## src/rtl/sram_lane_pkg.sv

```systemverilog
package sram_lane_pkg;

    typedef enum logic [2:0] {
        ST_PWR_WAIT,
        ST_IDLE,
        ST_WR_TURN,
        ST_WR_DRIVE,
        ST_WR_END,
        ST_RD_ACC
    } ctrl_state_e;

    // picoseconds to whole cycles, rounded up, never below one
    function automatic int ps_to_cyc(input int t_ps, input int clk_ps);
        int c;
        c = (t_ps + clk_ps - 1) / clk_ps;
        return (c < 1) ? 1 : c;
    endfunction

    function automatic int imax(input int a, input int b);
        return (a > b) ? a : b;
    endfunction

endpackage

```

## src/rtl/sram_lane_timer.sv

```systemverilog
module sram_lane_timer #(
    parameter int TW = 4
) (
    input  logic          clk,
    input  logic          rst_n,
    input  logic          load,
    input  logic [TW-1:0] load_val,
    output logic          done
);

    logic [TW-1:0] cnt_q;

    always_ff @(posedge clk or negedge rst_n) begin
        if (!rst_n) begin
            cnt_q <= '0;
        end else if (load) begin
            cnt_q <= load_val;
        end else if (cnt_q != '0) begin
            cnt_q <= cnt_q - TW'(1);
        end
    end

    assign done = (cnt_q == '0);

endmodule

```

## src/rtl/sram_lane_powerup.sv

```systemverilog
module sram_lane_powerup #(
    parameter int WAIT_CYC = 1
) (
    input  logic clk,
    input  logic rst_n,
    output logic settled
);

    localparam int PW = $clog2(WAIT_CYC + 1);

    logic [PW-1:0] cnt_q;

    always_ff @(posedge clk or negedge rst_n) begin
        if (!rst_n) begin
            cnt_q <= '0;
        end else if (cnt_q != PW'(WAIT_CYC)) begin
            cnt_q <= cnt_q + PW'(1);
        end
    end

    assign settled = (cnt_q == PW'(WAIT_CYC));

endmodule

```

## src/rtl/sram_lane_capture.sv

```systemverilog
module sram_lane_capture #(
    parameter int LANES  = 3,
    parameter int LANE_W = 8
) (
    input  logic                     clk,
    input  logic                     rst_n,
    input  logic                     sample,
    input  logic [LANES-1:0]         lanes,
    input  logic [LANES*LANE_W-1:0]  dq_in,
    output logic                     rsp_valid,
    output logic [LANES*LANE_W-1:0]  rsp_data
);

    always_ff @(posedge clk or negedge rst_n) begin
        if (!rst_n) begin
            rsp_valid <= 1'b0;
        end else begin
            rsp_valid <= sample;
        end
    end

    for (genvar l = 0; l < LANES; l++) begin : g_lane
        always_ff @(posedge clk or negedge rst_n) begin
            if (!rst_n) begin
                rsp_data[l*LANE_W +: LANE_W] <= '0;
            end else if (sample) begin
                rsp_data[l*LANE_W +: LANE_W] <= lanes[l] ? dq_in[l*LANE_W +: LANE_W]
                                                         : '0;
            end
        end
    end

endmodule

```

## src/rtl/sram_lane_ctrl.sv

```systemverilog
module sram_lane_ctrl
    import sram_lane_pkg::*;
#(
    parameter int ADDR_W      = 19,
    parameter int LANES       = 3,
    parameter int LANE_W      = 8,
    parameter int CLK_PS      = 5000,
    parameter int T_PWRUP_PS  = 1_000_000_000,
    parameter int T_HZWE_PS   = 5000,
    parameter int T_SD_PS     = 5500,
    parameter int T_PWE_PS    = 7000,
    parameter int T_AW_PS     = 7000,
    parameter int T_WC_PS     = 10000,
    parameter int T_AA_PS     = 10000,
    parameter int T_DOE_PS    = 5000,
    parameter int T_RC_PS     = 10000,
    localparam int DATA_W     = LANES * LANE_W
) (
    input  logic              clk,
    input  logic              rst_n,
    input  logic              req_valid,
    output logic              req_ready,
    input  logic              req_write,
    input  logic [ADDR_W-1:0] req_addr,
    input  logic [DATA_W-1:0] req_wdata,
    input  logic [LANES-1:0]  req_lanes,
    output logic              rsp_valid,
    output logic [DATA_W-1:0] rsp_rdata,
    output logic [ADDR_W-1:0] ram_addr,
    output logic [LANES-1:0]  ram_ce_n,
    output logic              ram_we_n,
    output logic              ram_oe_n,
    output logic [DATA_W-1:0] ram_dq_out,
    output logic              ram_dq_oe,
    input  logic [DATA_W-1:0] ram_dq_in
);

    // phase lengths in cycles
    localparam int NP = ps_to_cyc(T_PWRUP_PS, CLK_PS);
    localparam int NT = ps_to_cyc(T_HZWE_PS, CLK_PS);
    localparam int ND = imax(imax(ps_to_cyc(T_SD_PS, CLK_PS),
                                  ps_to_cyc(T_PWE_PS, CLK_PS) - NT),
                             imax(imax(ps_to_cyc(T_AW_PS, CLK_PS) - NT,
                                       ps_to_cyc(T_WC_PS, CLK_PS) - NT - 1),
                                  1));
    localparam int NA = imax(imax(ps_to_cyc(T_AA_PS, CLK_PS),
                                  ps_to_cyc(T_DOE_PS, CLK_PS)),
                             ps_to_cyc(T_RC_PS, CLK_PS));
    localparam int NMAX = imax(imax(NT, ND), NA);
    localparam int TW   = imax($clog2(NMAX + 1), 1);

    ctrl_state_e state_q, state_d;

    logic              accept;
    logic              settled;
    logic              tmr_load;
    logic [TW-1:0]     tmr_val;
    logic              tmr_done;
    logic              sample_rd;
    logic [LANES-1:0]  cap_lanes;

    logic [ADDR_W-1:0] lat_addr_q;
    logic [DATA_W-1:0] lat_data_q;
    logic [LANES-1:0]  lat_lanes_q;

    assign accept = req_valid && req_ready;

    sram_lane_powerup #(
        .WAIT_CYC (NP)
    ) pwr_i (
        .clk     (clk),
        .rst_n   (rst_n),
        .settled (settled)
    );

    sram_lane_timer #(
        .TW (TW)
    ) tmr_i (
        .clk      (clk),
        .rst_n    (rst_n),
        .load     (tmr_load),
        .load_val (tmr_val),
        .done     (tmr_done)
    );

    // request capture
    always_ff @(posedge clk or negedge rst_n) begin
        if (!rst_n) begin
            lat_addr_q  <= '0;
            lat_data_q  <= '0;
            lat_lanes_q <= '0;
        end else if (accept) begin
            lat_addr_q  <= req_addr;
            lat_data_q  <= req_wdata;
            lat_lanes_q <= req_lanes;
        end
    end

    // state register
    always_ff @(posedge clk or negedge rst_n) begin
        if (!rst_n) begin
            state_q <= ST_PWR_WAIT;
        end else begin
            state_q <= state_d;
        end
    end

    // next state, phase timer loads and read sample
    always_comb begin
        state_d   = state_q;
        tmr_load  = 1'b0;
        tmr_val   = '0;
        sample_rd = 1'b0;
        unique case (state_q)
            ST_PWR_WAIT: begin
                if (settled) begin
                    state_d = ST_IDLE;
                end
            end
            ST_IDLE: begin
                if (accept) begin
                    if (req_lanes == '0) begin
                        sample_rd = !req_write;
                    end else if (req_write) begin
                        state_d  = ST_WR_TURN;
                        tmr_load = 1'b1;
                        tmr_val  = TW'(NT - 1);
                    end else begin
                        state_d  = ST_RD_ACC;
                        tmr_load = 1'b1;
                        tmr_val  = TW'(NA - 1);
                    end
                end
            end
            ST_WR_TURN: begin
                if (tmr_done) begin
                    state_d  = ST_WR_DRIVE;
                    tmr_load = 1'b1;
                    tmr_val  = TW'(ND - 1);
                end
            end
            ST_WR_DRIVE: begin
                if (tmr_done) begin
                    state_d = ST_WR_END;
                end
            end
            ST_WR_END: begin
                state_d = ST_IDLE;
            end
            ST_RD_ACC: begin
                if (tmr_done) begin
                    state_d   = ST_IDLE;
                    sample_rd = 1'b1;
                end
            end
            default: begin
                state_d = ST_PWR_WAIT;
            end
        endcase
    end

    // pin outputs decoded from state
    always_comb begin
        req_ready  = 1'b0;
        ram_ce_n   = '1;
        ram_we_n   = 1'b1;
        ram_oe_n   = 1'b1;
        ram_dq_oe  = 1'b0;
        unique case (state_q)
            ST_PWR_WAIT: begin
            end
            ST_IDLE: begin
                req_ready = 1'b1;
            end
            ST_WR_TURN: begin
                ram_ce_n = ~lat_lanes_q;
                ram_we_n = 1'b0;
            end
            ST_WR_DRIVE: begin
                ram_ce_n  = ~lat_lanes_q;
                ram_we_n  = 1'b0;
                ram_dq_oe = 1'b1;
            end
            ST_WR_END: begin
                ram_ce_n  = ~lat_lanes_q;
                ram_dq_oe = 1'b1;
            end
            ST_RD_ACC: begin
                ram_ce_n = ~lat_lanes_q;
                ram_oe_n = 1'b0;
            end
            default: begin
            end
        endcase
    end

    assign ram_addr   = lat_addr_q;
    assign ram_dq_out = lat_data_q;
    assign cap_lanes  = (state_q == ST_IDLE) ? req_lanes : lat_lanes_q;

    sram_lane_capture #(
        .LANES  (LANES),
        .LANE_W (LANE_W)
    ) cap_i (
        .clk       (clk),
        .rst_n     (rst_n),
        .sample    (sample_rd),
        .lanes     (cap_lanes),
        .dq_in     (ram_dq_in),
        .rsp_valid (rsp_valid),
        .rsp_data  (rsp_rdata)
    );

endmodule

```

## config.mk

```make
export PLATFORM = sky130hd
export DESIGN_NAME = sram_lane_ctrl
export DESIGN_NICKNAME = d
export VERILOG_FILES = /design/src/rtl/sram_lane_pkg.sv /design/src/rtl/sram_lane_timer.sv /design/src/rtl/sram_lane_powerup.sv /design/src/rtl/sram_lane_capture.sv /design/src/rtl/sram_lane_ctrl.sv
export SDC_FILE = /design/constraint.sdc
export NUM_CORES = 1
export LEC_CHECK = 0
export CAP_MARGIN = 30
export CORE_MARGIN = 4
export CORE_UTILIZATION = 41
export DETAILED_ROUTE_END_ITERATION = 8
export HOLD_SLACK_MARGIN = 0.02
export PLACE_DENSITY = 0.83
export SETUP_SLACK_MARGIN = 0.05
export SYNTH_ARGS = -nofsm -noshare
export SYNTH_HDL_FRONTEND = slang
export SYNTH_SLANG_ARGS = --single-unit
```

## constraint.sdc

```tcl
create_clock -name clk -period 1.7 [get_ports clk]
set_input_delay 0.255 -clock clk [delete_from_list [all_inputs] [get_ports clk]]
set_output_delay 0.255 -clock clk [all_outputs]
set_load 0.005 [all_outputs]
```

==> results of run 1 <==
==> state kept, by name, summed over array words and instances (netlist names) <==
name	cells
cap_i.rsp_data	24
ram_dq_out	24
ram_addr	19
pwr_i.cnt_q	18
lat_lanes_q	3
state_q	3
tmr_i.cnt_q	2
cap_i.rsp_valid	1
==> Yosys cell counts, drive strengths merged <==
library cell / number / area share (%)
a211o: 1 / 0.21
xor2: 8 / 1.7
inv: 34 / 3.1
nand2: 35 / 3.2
nor2: 7 / 0.63
and4b: 1 / 0.24
nor4b: 3 / 0.63
or3: 4 / 0.84
o21ai: 6 / 0.72
o211ai: 1 / 0.18
nor3: 8 / 0.96
a221oi: 1 / 0.21
dfrtp: 94 / 56
mux2: 50 / 14
or4: 1 / 0.18
nand4bb: 1 / 0.27
a2111oi: 1 / 0.21
o311ai: 1 / 0.21
o21a: 2 / 0.36
a21oi: 3 / 0.63
clkbuf: 5 / 0.45
o2111ai: 1 / 0.21
ha: 5 / 1.5
a31oi: 1 / 0.15
and3: 4 / 0.60
nor4bb: 1 / 0.24
o41ai: 1 / 0.21
xnor2: 8 / 1.7
and4: 1 / 0.21
nand2b: 6 / 0.90
buf: 6 / 1.4
nand4: 3 / 0.45
mux2i: 24 / 5.8
or3b: 2 / 0.42
nand3: 10 / 1.2
nand4b: 1 / 0.21
==> cell usage in the layout (no fill, tap or decap), types with 3 or more instances in the layout <==
master and instances:
nand2b_4 5, buf_12 8, buf_6 12, dfrtp_1 93
nor3_1 4, nand3_1 8, xnor2_1 7, nor3_2 4
inv_1 31, mux2_4 48, clkdlybuf4s50_1 139, clkbuf_16 6
xor2_1 8, buf_8 3, nand2_1 34, o21ai_0 3
buf_4 30, and3_1 4, nand4_1 3, nor2_1 7
mux2i_1 23, clkbuf_8 10
==> through the flow <==
step	total power, mW	util (%)	cell area (µm²)	worst slack, ns	setup TNS (ns)
2_1_floorplan	2.50	-	4190	-0.0464	-0.851
3_3_place_gp	2.83	61.4	6030	-0.395	-22.39
3_5_place_dp	2.85	61.4	6030	-0.469	-26.55
4_1_cts	4.24	65.3	6410	-0.132	-2.76
5_1_grt	4.41	71.0	6970	-0.230	-7.99
6_report	4.25	71.0	6970	-0.155	-4.50
==> routing by layer <==
| layer | share of wire, % | track usage, % | vias to the layer above |
|---|---|---|---|
| li1 | - | - | 1569 |
| met1 | 41 | 22.6 | 1685 |
| met2 | 51 | 31.9 | 116 |
| met3 | 5.6 | 4.44 | 21 |
| met4 | 2.1 | 7.30 | 0 |
| met5 | 0 | 0 | - |
==> cells by family (layout without fill, tap and decap cells) <==
| logic type | count (synthesis) | count (layout) | synth area share (%) |
|---|---|---|---|
| AO/OA/AOI/OAI | 19 | 19 | 3.30 |
| flip-flops | 94 | 94 | 56.5 |
| AND/OR/NAND/NOR | 88 | 88 | 11.1 |
| adder cells (fa/ha/maj) | 5 | 5 | 1.50 |
| buffers and inverters | 45 | 253 | 4.96 |
| multiplexers | 74 | 74 | 19.3 |
| XOR/XNOR | 16 | 16 | 3.36 |
==> area by class of cell <==
cell class | instances | area, µm² | area share, %
clock buffers | 11 | 141 | 2.03
clock inverters | 5 | 41.3 | 0.592
inverters | 34 | 130 | 1.87
multi-input cells | 202 | 1970 | 28.3
flip-flops and latches | 94 | 2350 | 33.8
well taps | 133 | 166 | 2.39
repair buffers | 203 | 2170 | 31.1
==> critical path: cells and delay by family, from the launching register on <==
kind | cells | cell delay, ns
AND/OR/NAND/NOR | 2 | 0.51
multiplexers | 1 | 0.22
buffers and inverters | 3 | 0.44
AO/OA/AOI/OAI | 1 | 0.17
flip-flops | 1 | 0.44
==> timing repair <==
action | 4_1_cts | 5_1_grt
pin swaps | 9 | 8
hold buffers | 1 | 0
resized for setup | 43 | 84
endpoints found under the setup margin | 81 | 88
gates cloned | 1 | 9
endpoints found under the hold margin | 13 | 0
buffers inserted | 7 | 9
==> power by group <==
group          internal [mW]  switching [mW]  leakage, nW
registers               2.29          0.0279         1.27
logic                  0.301           0.218         1.69
clock network          0.586           0.832       0.0866
total                   3.18            1.08         3.05
==> final timing paths <==
path / startpoint / end / slack (ns) / depth (start not counted)
setup / recovery: state_q[2]$_DFFE_PN0P_ / cap_i.rsp_data[15]$_DFFE_PN0P_ / -0.16 / 7
hold / removal: rst_n / cap_i.rsp_data[20]$_DFFE_PN0P_ / 0.27 / 2
setup reg to reg: state_q[2]$_DFFE_PN0P_ / cap_i.rsp_data[15]$_DFFE_PN0P_ / -0.16 / 7
hold reg to reg: pwr_i.cnt_q[11]$_DFFE_PN0P_ / pwr_i.cnt_q[11]$_DFFE_PN0P_ / 0.49 / 1
max in group asynchronous: rst_n / ram_dq_out[14]$_DFFE_PN0N_ / 0.92 / 3
min in group clk: req_lanes[2] / lat_lanes_q[2]$_DFFE_PN0N_ / 0.40 / 3
==> impl_results.md, run 1 <==
* Outcome: finished, violations left
* Violated checks: negative setup slack
* Largest net degree at the start of global routing at 43
* Maximum vdd drop at approximately 0.00044 V
* Sink Count at 94
* Via density at 4.97
* Final WS setup at -0.155 ns
* Die Area at 11800 µm²
* Syn avg cell area at 12.2 µm²
* Die Height at 109 µm
* Post-Synthesis Cells at 341
* Library cells used by synthesis at 39
* HPWL after detailed placement at 7840 µm
* Leak pwr at 3.05 nW
* I/O pin count at 149
* H-tree levels at 3
* Vias in the first global route at between 3000 and 4000
* Clk_skew at 0.0163 ns
* Die width at 109 µm
* CORE AREA at about 10000 µm²
* Antenna cells at 0
* Max Cap Viol at 0
* Port bufs at roughly 150
* Worst hold path class: in2async
* Dpl cells at 641
* Minimum clock period at 1.86 ns
* Non-filler cells in the finished layout at 682
* Fraction of layout cells with a size suffix above 1 at 29.3%
* CTS root buffer: clkbuf_8
* Fin. Hold Viols at 0
* First-pass GRT wire length at approximately 17000 µm
* Worst-skew pair later-pin latency at 0.38 ns
* Row count at 36
* Worst hold slack at 0.270 ns
* Final nets at between 600 and 700
* Setup-failing EPs final at 67
* Net Count, Synth at 420
* Critical Path Start Type: flop
* Fin. max-slew vios at 0
* Fmax at about 540 MHz
* Worst-Margin Slew at around 0.41 ns
* Clock transition at path regs at 0.10 ns
* Yosys reg bits at 94
* Avg WL per Cell at 18.2 µm
* Register area share after synthesis at 56.5%
* CP required at 1.99 ns
* Critical path peak fanout at 5
* Starting density of the core at between 40% and 50%
* Drc violations at 0
* Slew margin rel. at 72.2%
* Initial antenna violation count at 0
* RSZ-0062 raised after global routing: yes
* Crit path cell chain: buf_6, nand2b_4, or3_4, a21oi_4, buf_12, clkbuf_16, mux2i_1
* CP max stage cell: dfrtp_1
* First-iteration detailed-routing DRC count at 132
* Crit. End Element: flop
* Post-DRT Antenna Nets at 0
* Post-synthesis cell area at 4170 µm²
* Total vias in the final route at 3391
* WL final at ~12000 µm
* Syn-to-layout area delta at 67.4%
* CTS tree: built
* Arrival @ worst endpoint at around 2.2 ns
* Period utilisation layout at 109%
* Pwr dens at 610 nW/µm²
* Gr usage total at 18.6%
* TritonRoute pass-1 iters at 4
* Synth warn at 0
* Kind of critical path: reg2reg
* Max incr delay on CP at 0.44 ns
* CTS max path bufs at 2
* GP Congestion at 0.866
* CTS Buf Count at 9
* Grt total ovfl at 0
* Fillcell total at 655
No activity file was read; power rests on OpenSTA's default activity.
==> run 2, diff against run 1 <==
--- a/config.mk
+++ b/config.mk
@@ -10,7 +10,7 @@
 export CORE_UTILIZATION = 41
 export DETAILED_ROUTE_END_ITERATION = 8
 export HOLD_SLACK_MARGIN = 0.02
-export PLACE_DENSITY = 0.83
+export PLACE_DENSITY = 0.84
 export SETUP_SLACK_MARGIN = 0.05
 export SYNTH_ARGS = -nofsm -noshare
 export SYNTH_HDL_FRONTEND = slang
==> run 2 against run 1 <==
The flow still finishes with violations (negative setup slack). Total power is 7.9% higher. Die area stayed put. Sequential share of layout area is 0.35 points higher. Worst setup slack better by 0.062 ns. Non-clock buffer count is 3 higher. Register-to-register slack better by 0.06 ns. Global-route usage is 1.0 points higher. Fmax is 3.4% higher. Clock skew is 0.0061 ns higher. Routed wire length is 2.7% higher.
==> impl_results.md, run 2 (synthesis gave the netlist of run 1 again) <==
* Outcome: finished, violations left
* Violated checks: negative setup slack
* CORE AREA at 9820 µm² (unchanged)
* Pwr dens at 665 nW/µm² (+9.0%)
* GP Congestion at 0.867 (+0.16%)
* Fin. Hold Viols at 0 (unchanged)
* CP required at 1.96 ns (-0.03 ns)
* Internal at 3.49 mW (+9.8%)
* CTS max path bufs at 2 (unchanged)
* CTS root buffer: clkbuf_8
* I/O pin count at 149 (unchanged)
* Worst-Margin Slew at 0.370 ns (-0.0433 ns)
* WL final at 12800 µm (+2.7%)
* TritonRoute pass-1 iters at 4 (unchanged)
* Die Height at 109 µm (unchanged)
* Critical path peak fanout at 5 (unchanged)
* CTS tree: built
* Fraction of layout cells with a size suffix above 1 at 29.9% (+0.57 points)
* Clk_skew at 0.0224 ns (+0.00606 ns)
* Die width at 109 µm (unchanged)
* Port bufs at 148 (unchanged)
* Max Cap Viol at 0 (unchanged)
* Via density at 4.98 (about the same)
* Design Area, Final at 6900 µm² (-0.99%)
* Final setup TNS at -3.29 ns (+1.21 ns)
* CTS Buf Count at 9 (unchanged)
* Fmax at 557 MHz (+3.4%)
* Vias in the first global route at 3508 (-2.2%)
* Sw Ratio at 24.0% (-1.3 points)
* Final nets at 626 (+0.48%)
* Antenna cells at 0 (unchanged)
* Fin. max-slew vios at 0 (unchanged)
* Crit. End Element: flop
* Die Area at 11800 µm² (unchanged)
* Drc violations at 0 (unchanged)
* Combinational share of power at 12.1% (about the same)
* Worst hold path class: in2async
* Post-Place Worst Slack at -0.462 ns (+0.00726 ns)
* Reg power frac at 50.5% (-4.0 points)
* Syn-to-layout area delta at 65.7%
* RSZ-0062 raised after global routing: yes
* Starting density of the core at 42.4% (unchanged)
* Minimum clock period at 1.79 ns (-0.0615 ns)
* Avg WL per Cell at 18.7 µm (+2.2%)
* Largest net degree at the start of global routing at 38 (-12%)
* First-iteration detailed-routing DRC count at 202 (+53%)
* H-tree levels at 3 (unchanged)
* Gr usage total at 19.6% (+1.0 points)
* HPWL after detailed placement at 7810 µm (-0.48%)
* Clock share of power at 37.4% (+4.1 points)
* Placed cell area at 6040 µm² (+0.25%)
* Post-DRT Antenna Nets at 0 (unchanged)
* Row count at 36 (unchanged)
* Grt total ovfl at 0 (unchanged)
* Most common cell after layout, fill and taps aside: clkdlybuf4s50_1
* Slew margin rel. at 75.3% (+3.1 points)
* Leak pwr at 3.04 nW (-0.23%)
* Period utilisation layout at 106% (-3.6 points)
* First-pass GRT wire length at 18000 µm (+3.9%)
* Critical Path Start Type: flop
* Kind of critical path: reg2reg
* Net Switching at 1.10 mW (+2.2%)
* Core occupancy in the finished layout at 70.3% (-0.70 points)
* Non-filler cells in the finished layout at 685 (+0.44%)
* Initial antenna violation count at 0 (unchanged)
* Setup-failing EPs final at 63 (-6.0%)
* Worst-skew pair later-pin latency at 0.37 ns (about the same)
* Total vias in the final route at 3409 (+0.53%)
* Clock transition at path regs at 0.10 ns (about the same)
* Maximum vdd drop at 0.000532 V (+22%)
* Final WS setup at -0.0938 ns (+0.0615 ns)
* Dpl cells at 643 (+0.31%)
* Arrival @ worst endpoint at 2.05 ns (-0.10 ns)
* Sink Count at 94 (unchanged)
* Most frequent cells in the layout: clkdlybuf4s50_1, dfrtp_1, buf_4
## run 2: path summary, 6_finish.rpt
kind | start | endpoint | slack [ns] | cells past startpoint
max reg2reg | state_q[1]$_DFFE_PN0P_ | ram_addr[5]$_DFFE_PN0N_ | -0.09 | 7
max | state_q[1]$_DFFE_PN0P_ | ram_addr[5]$_DFFE_PN0N_ | -0.09 | 7
min in group clk | req_lanes[2] | lat_lanes_q[2]$_DFFE_PN0N_ | 0.41 | 3
max in group asynchronous | rst_n | ram_dq_out[0]$_DFFE_PN0N_ | 0.84 | 3
min | rst_n | ram_dq_out[14]$_DFFE_PN0N_ | 0.33 | 2
min reg2reg | pwr_i.cnt_q[11]$_DFFE_PN0P_ | pwr_i.cnt_q[11]$_DFFE_PN0P_ | 0.48 | 1
## run 2: power groups by stage
stage | sequential (mW) | clock, mW | combinational (mW)
after floorplan | 2.36 | 0 | 0.137
after global placement | 2.36 | 0 | 0.474
after detailed placement | 2.36 | 0 | 0.504
after CTS | 2.32 | 1.73 | 0.537
after global routing | 2.32 | 1.84 | 0.597
final | 2.32 | 1.72 | 0.556
## run 2: worst max-delay path, stage by stage, from the launching register on
cell	delay, ns
dfrtp_2	0.43
buf_6	0.14
nor4bb_4	0.28
buf_6	0.16
buf_12	0.12
buf_12	0.11
clkbuf_16	0.14
mux2_4	0.30
## run 2: repair_timing
item | CTS | global route
endpoints found under the hold margin | 23 | 0
resized for setup | 79 | 35
pin swaps | 5 | 7
endpoints found under the setup margin | 82 | 89
gates cloned | 3 | 3
setup buffers | 11 | 12
hold buffers | 1 | 0
## run 2: layout make-up
cell class	count	area (µm²)
sequential	94	2350
multi-input combinational	202	1930
tap	133	166
clock buffer	11	141
clock inverter	5	86.3
timing repair buffer	206	2100
fill	686	2920
inverter	34	130
## run 2: per-stage QoR
stage / total power, mW / hold slack [ns]
after floorplan: 2.50 / -0.0406
after global placement: 2.83 / 0.187
after detailed placement: 2.86 / 0.188
after CTS: 4.59 / 0.315
after global routing: 4.76 / 0.366
final: 4.59 / 0.326
## run 2: metal layers
metal / global-route usage (%) / wire length, µm
met5: 0 / 0
met4: 4.42 / 246
met3: 5.45 / 830
met2: 35.0 / 6750
met1: 23.7 / 4950
